**src/rtl/xs_pkg.sv**
```systemverilog
package xs_pkg;
    localparam int AW          = 3;            // digits per port number
    localparam int NP          = 1 << AW;      // ports
    localparam int NSTG        = AW + 1;       // ranks including the extra one
    localparam int LW          = 2 * NP;       // path generator width
    localparam int MW          = 2 * NP;       // fault mask width (two routes per source)
    localparam logic [LW-1:0] GEN_SEED = 16'hACE1;
    localparam logic [LW-1:0] GEN_TAPS = 16'hB400;

    typedef logic [AW-1:0] port_t;

    typedef struct packed {
        logic  live;
        logic  path;
        port_t src;
        port_t dst;
    } req_t;

    // Link state a request occupies after rank stg (0-based).
    function automatic port_t link_state(input req_t q, input int stg);
        case (stg)
            0:       return {q.path, q.src[1], q.src[0]};
            1:       return {q.path, q.dst[1], q.src[0]};
            2:       return {q.path, q.dst[1], q.dst[0]};
            default: return q.dst;
        endcase
    endfunction
endpackage

```
**src/rtl/xs_gen.sv**
```systemverilog
module xs_gen
    import xs_pkg::*;
#(
    parameter int              W    = LW,
    parameter logic [W-1:0]    SEED = GEN_SEED,
    parameter logic [W-1:0]    TAPS = GEN_TAPS
) (
    input  logic         clk,
    input  logic         rst,
    input  logic         step,
    output logic [W-1:0] state
);
    always_ff @(posedge clk) begin
        if (rst)
            state <= SEED;
        else if (step)
            state <= {1'b0, state[W-1:1]} ^ (state[0] ? TAPS : '0);
    end
endmodule

```
**src/rtl/xs_pick.sv**
```systemverilog
module xs_pick
    import xs_pkg::*;
(
    input  logic [NP-1:0]         vld,
    input  port_t [NP-1:0]        dst,
    input  logic [MW-1:0]         mask,
    input  logic [LW-1:0]         rnd,
    output req_t [NP-1:0]         req,
    output logic [NP-1:0]         dead
);
    for (genvar i = 0; i < NP; i++) begin : g_src
        logic ok0, ok1, coin;
        assign ok0  = !mask[2*i];
        assign ok1  = !mask[2*i+1];
        assign coin = rnd[i] ^ rnd[i+NP];
        assign req[i].live = vld[i] && (ok0 || ok1);
        assign req[i].path = (ok0 && ok1) ? coin : ok1;
        assign req[i].src  = port_t'(i);
        assign req[i].dst  = dst[i];
        assign dead[i]     = vld[i] && !ok0 && !ok1;
    end
endmodule

```
**src/rtl/xs_rank.sv**
```systemverilog
module xs_rank
    import xs_pkg::*;
#(
    parameter int STG = 0
) (
    input  req_t [NP-1:0] req_i,
    output req_t [NP-1:0] req_o
);
    always_comb begin
        for (int i = 0; i < NP; i++) begin
            logic beaten;
            beaten = 1'b0;
            for (int j = 0; j < NP; j++) begin
                if (j < i && req_i[j].live &&
                    link_state(req_i[j], STG) == link_state(req_i[i], STG))
                    beaten = 1'b1;
            end
            req_o[i]      = req_i[i];
            req_o[i].live = req_i[i].live && !beaten;
        end
    end
endmodule

```
**src/rtl/xs_net.sv**
```systemverilog
module xs_net
    import xs_pkg::*;
(
    input  logic                  clk,
    input  logic                  rst,
    input  logic [NP-1:0]         in_vld,
    input  logic [NP-1:0][AW-1:0] in_dst,
    input  logic [MW-1:0]         fault_mask,
    output logic [NP-1:0]         out_vld,
    output logic [NP-1:0][AW-1:0] out_src,
    output logic [NP-1:0]         out_path,
    output logic [NP-1:0]         unreach,
    output logic [NP-1:0]         blocked
);
    logic [LW-1:0] lfsr_q;
    logic          any_inj;
    logic [NP-1:0] dead;
    req_t [NP-1:0] chain [0:NSTG];

    logic [NP-1:0]         vld_n, path_n, blk_n;
    logic [NP-1:0][AW-1:0] src_n;

    xs_gen u_gen (
        .clk   (clk),
        .rst   (rst),
        .step  (any_inj),
        .state (lfsr_q)
    );

    xs_pick u_pick (
        .vld  (in_vld),
        .dst  (in_dst),
        .mask (fault_mask),
        .rnd  (lfsr_q),
        .req  (chain[0]),
        .dead (dead)
    );

    for (genvar s = 0; s < NSTG; s++) begin : g_rank
        xs_rank #(.STG(s)) u_rank (
            .req_i (chain[s]),
            .req_o (chain[s+1])
        );
    end

    always_comb begin
        any_inj = 1'b0;
        vld_n   = '0;
        src_n   = '0;
        path_n  = '0;
        blk_n   = '0;
        for (int i = 0; i < NP; i++) begin
            any_inj  = any_inj | chain[0][i].live;
            blk_n[i] = chain[0][i].live && !chain[NSTG][i].live;
            if (chain[NSTG][i].live) begin
                vld_n[chain[NSTG][i].dst]  = 1'b1;
                src_n[chain[NSTG][i].dst]  = chain[NSTG][i].src;
                path_n[chain[NSTG][i].dst] = chain[NSTG][i].path;
            end
        end
    end

    always_ff @(posedge clk) begin
        if (rst) begin
            out_vld  <= '0;
            out_src  <= '0;
            out_path <= '0;
            unreach  <= '0;
            blocked  <= '0;
        end else begin
            out_vld  <= vld_n;
            out_src  <= src_n;
            out_path <= path_n;
            unreach  <= dead;
            blocked  <= blk_n;
        end
    end
endmodule

```
**config.mk**
```make
export PLATFORM = sky130hd
export DESIGN_NAME = xs_net
export DESIGN_NICKNAME = d
export VERILOG_FILES = /design/src/rtl/xs_pkg.sv /design/src/rtl/xs_gen.sv /design/src/rtl/xs_pick.sv /design/src/rtl/xs_rank.sv /design/src/rtl/xs_net.sv
export SDC_FILE = /design/constraint.sdc
export NUM_CORES = 1
export LEC_CHECK = 0
export ABC_AREA = 0
export BUFFER_PORTS_ARGS = -buffer_cell sky130_fd_sc_hd__buf_2
export CAP_MARGIN = 20
export CORE_MARGIN = 4
export CORE_UTILIZATION = 58
export CTS_BUF_LIST = sky130_fd_sc_hd__clkbuf_8
export DETAILED_ROUTE_END_ITERATION = 10
export PLACE_DENSITY_LB_ADDON = 0.2
export SKIP_CTS_REPAIR_TIMING = 1
export SYNTH_ARGS = -nofsm -noshare
export SYNTH_HDL_FRONTEND = slang
export SYNTH_SLANG_ARGS = --single-unit
```
**constraint.sdc**
```tcl
create_clock -name clk -period 10 [get_ports clk]
set_input_delay 2 -clock clk [delete_from_list [all_inputs] [get_ports clk]]
set_output_delay 2 -clock clk [all_outputs]
set_load 0.02 [all_outputs]
```
==> results.json <==
{
  "status": "complete, no violations",
  "r2r_slack_ns": 6.10,
  "grt_max_degree": 73,
  "worstReg2RegStart": "u_gen.state[0]$_SDFFE_PP1P_",
  "rr_worst_depth": 10,
  "via_count": 6109,
  "crit_chain": "buf_2 -> a21boi_2 -> nand2b_1 -> o211ai_1 -> nand3b_1 -> nor3_1 -> nand2_1 -> o21ai_0 -> a211oi_1 -> o32ai_1",
  "fillers": 861,
  "clock_sinks": 71,
  "slew-limit-headroom_pct": 28.1,
  "cp_max_fo": 9,
  "io_pins": 106,
  "routed_wirelength_mm": 20.5,
  "min_to": "u_gen.state[6]$_SDFFE_PP1P_",
  "die_x_um": 106,
  "arrival_ns": 5.36,
  "clk_path_buf_depth": 2,
  "slew_violations": 0,
  "critPathBufInv": 1,
  "whs_path_depth": 1,
  "synth_flop_cell": "dfxtp_1",
  "ys_warn_count": 0,
  "worst_slack_ns": 4.91,
  "post-dp-hpwl_mm": 15.2,
  "rsz0062_at_grt": "no",
  "cts_max_level": 3,
  "clock_skew_ns": 0.00898,
  "end_kind": "flop",
  "layout_min_cycle_time_ns": 5.09,
  "ant_nets": 0,
  "hp-class": "flop to flop",
  "fin_nets": 819,
  "drc_errors": 0,
  "die_y_um": 106,
  "drv_cap": 0,
  "required_ns": 10.27,
  "powerDensity_nw_per_um2": 130,
  "cts_tree": "yes",
  "cp-start-kind": "primary input",
  "tightest_slew_ns": 1.07,
  "antenna_cells": 0,
  "postSynthCellCount": 705,
  "fin_crit_sh_pct": 50.9,
  "setup_viol": 0,
  "min_from": "u_gen.state[7]$_SDFFE_PP1P_",
  "path_clk_slew_ns": 0.09,
  "cts_buffers": 9,
  "ys_ff_latch": 71,
  "synth.distinct_cells": 87,
  "grt.total_usage_pct": 36.3,
  "grt_pass1_wl_mm": 32.0,
  "clock-root-buffer": "clkbuf_8",
  "async_flop_share_pct": 0,
  "clk_latency_ns": 0.36,
  "slowest_delay_ns": 0.96,
  "crit_type": "primary input to flop",
  "p_leak_nw": 2.51,
  "hold_violations": 0,
  "synth_edf_count": 0,
  "netlist_area_um2": 5560,
  "drt_pass1_iterations": 6,
  "antenna_found_initial": 0,
  "core_um2": 9280,
  "initial_core_util_pct": 59.9,
  "irDropWorstVdd_v": 0.0000744,
  "row_count": 35,
  "r2r-end": "out_path[5]$_SDFF_PP0_",
  "fmax_ghz": 0.196,
  "setup_tns_ns": 0,
  "worst-path-stages": 10,
  "dieArea_um2": 11200,
  "synth-seq-area-share_pct": 25.6,
  "pre_cts_ws_ns": 4.72,
  "cp_top_family": "simple AND/OR/NAND/NOR gates",
  "viasPerCell": 6.77,
  "drtIter0Drc": 555,
  "layout-drive-gt1-share_pct": 20.7,
  "grt_pass1_vias": 5861,
  "grt_overflow_total": 0,
  "synthesis.nets": 755,
  "area_growth_pct": 12.2,
  "portBuffers": 104,
  "critPathSlowestCell": "nor3_1",
  "routabilityCongestion": 1.00,
  "detail_route.wl_per_cell_um": 22.7,
  "avgSynthCellArea_um2": 7.89
}
[layout make-up]
type	instances	area [um2]	share of cell area, %
well taps	129	161	2.59
multi-input cells	557	3830	61.3
clock inverters	7	72.6	1.16
flip-flops and latches	71	1420	22.8
repair buffers	109	559	8.96
inverters	21	78.8	1.26
clock buffers	9	124	1.98
[Yosys cell counts, drive strengths merged, types with 3 or more instances]
| library cell | n | share of area (%) |
|---|---|---|
| o2111ai | 5 | 0.79 |
| a32oi | 7 | 1.1 |
| and2 | 3 | 0.34 |
| clkbuf | 34 | 2.3 |
| nor2b | 10 | 1.1 |
| a211oi | 13 | 1.8 |
| xor2 | 44 | 7.1 |
| and4 | 4 | 0.63 |
| a21bo | 3 | 0.54 |
| o21bai | 7 | 1.4 |
| a21boi | 6 | 0.88 |
| nor2 | 60 | 4.0 |
| o21ai | 8 | 0.92 |
| or3 | 5 | 0.56 |
| nor4 | 15 | 2.0 |
| or4 | 4 | 0.54 |
| nand4 | 9 | 1.0 |
| mux2i | 8 | 1.4 |
| nand2b | 4 | 0.45 |
| a21o | 3 | 0.40 |
| nand3 | 24 | 2.2 |
| a41oi | 9 | 1.4 |
| or2 | 3 | 0.34 |
| a31oi | 21 | 2.4 |
| a211o | 10 | 1.6 |
| buf | 22 | 2.0 |
| o221ai | 6 | 0.94 |
| o211ai | 8 | 1.2 |
| xnor2 | 63 | 9.9 |
| dfxtp | 71 | 26 |
| a31o | 3 | 0.47 |
| o32ai | 3 | 0.47 |
| nand2 | 66 | 4.5 |
| nor3b | 5 | 0.67 |
| a21oi | 30 | 3.0 |
| a22oi | 11 | 1.5 |
| o31ai | 4 | 0.54 |
| and3 | 9 | 1.0 |
| inv | 21 | 1.4 |
| o21a | 3 | 0.40 |
| nor3 | 27 | 3.1 |
[routing by layer]
metal  routed length [um]  track usage (%)  vias up
met1                 7690             45.1     2831
li1                     -                -     2708
met2                 9350             59.2      459
met3                 2220             7.29      111
met4                 1270             20.0        0
met5                    0                0        -
[where the power goes]
part | internal, W | total [W] | switching (W) | leakage [nW]
logic | 0.0000898 | 0.000264 | 0.000174 | 1.83
clock network | 0.000116 | 0.000242 | 0.000126 | 0.101
registers | 0.000299 | 0.000307 | 0.00000817 | 0.581
total | 0.000505 | 0.000813 | 0.000308 | 2.51
[flip-flops by register name, indices dropped and copies added (netlist names)]
signal / cells
unreach: 8
out_vld: 8
out_src: 24
out_path: 8
blocked: 7
u_gen.state: 16
[worst reg2reg max path, delay by kind of cell, from the launching register on]
kind            cells  cell delay, ns
xor+xnor            2            0.38
compound gates      5            1.43
flops               1            0.52
simple gates        3            1.48
[worst max-delay path by stage]
| stage | slack (ns) | endpoint | startpoint |
|---|---|---|---|
| 2_1_floorplan | 5.43 | out_path[6]$_SDFF_PP0_ | in_dst[0] |
| 4_1_cts | 5.10 | out_path[3]$_SDFF_PP0_ | fault_mask[14] |
| 6_report | 4.91 | out_path[5]$_SDFF_PP0_ | in_vld[0] |
| 3_3_place_gp | 4.30 | out_vld[0]$_SDFF_PP0_ | fault_mask[14] |
| 5_1_grt | 4.72 | out_path[5]$_SDFF_PP0_ | in_vld[0] |
| 3_5_place_dp | 4.72 | out_path[5]$_SDFF_PP0_ | fault_mask[0] |
[cell families (layout without fill, tap and decap cells)]
| group | count (synthesis) | in the layout | share of synthesized area, % |
|---|---|---|---|
| XOR/XNOR | 107 | 107 | 17.0 |
| AND/OR/NAND/NOR | 255 | 255 | 23.9 |
| multiplexers | 9 | 9 | 1.71 |
| AO/OA/AOI/OAI | 185 | 185 | 26.1 |
| other | 1 | 1 | 0.0674 |
| buffers and inverters | 77 | 146 | 5.67 |
| flip-flops | 71 | 71 | 25.6 |
[placed cells by master, fill, tap and decap left out, drive strengths merged, types with 10 or more instances in the layout]
cell | Yosys | routed
a211o | 10 | 10
a21oi | 30 | 30
a22oi | 11 | 11
xnor2 | 63 | 63
nor4 | 15 | 15
nand2 | 66 | 66
nand3 | 24 | 24
inv | 21 | 24
nor2 | 60 | 60
nor3 | 27 | 27
a211oi | 13 | 13
xor2 | 44 | 44
dfxtp | 71 | 71
nor2b | 10 | 10
buf | 22 | 109
a31oi | 21 | 21
[through the flow]
step | util [%] | area [um2] | std cells | total power (W) | hold slack [ns]
after floorplan | - | 5560 | 705 | 0.000496 | 0.479
after global placement | 65.0 | 6030 | 885 | 0.000564 | 0.493
after detailed placement | 65.1 | 6040 | 886 | 0.000568 | 0.508
after CTS | 67.2 | 6240 | 902 | 0.000806 | 0.530
after global routing | 67.3 | 6240 | 903 | 0.000846 | 0.551
final | 67.3 | 6240 | 903 | 0.000813 | 0.524
No activity file was read; power rests on OpenSTA's default activity.
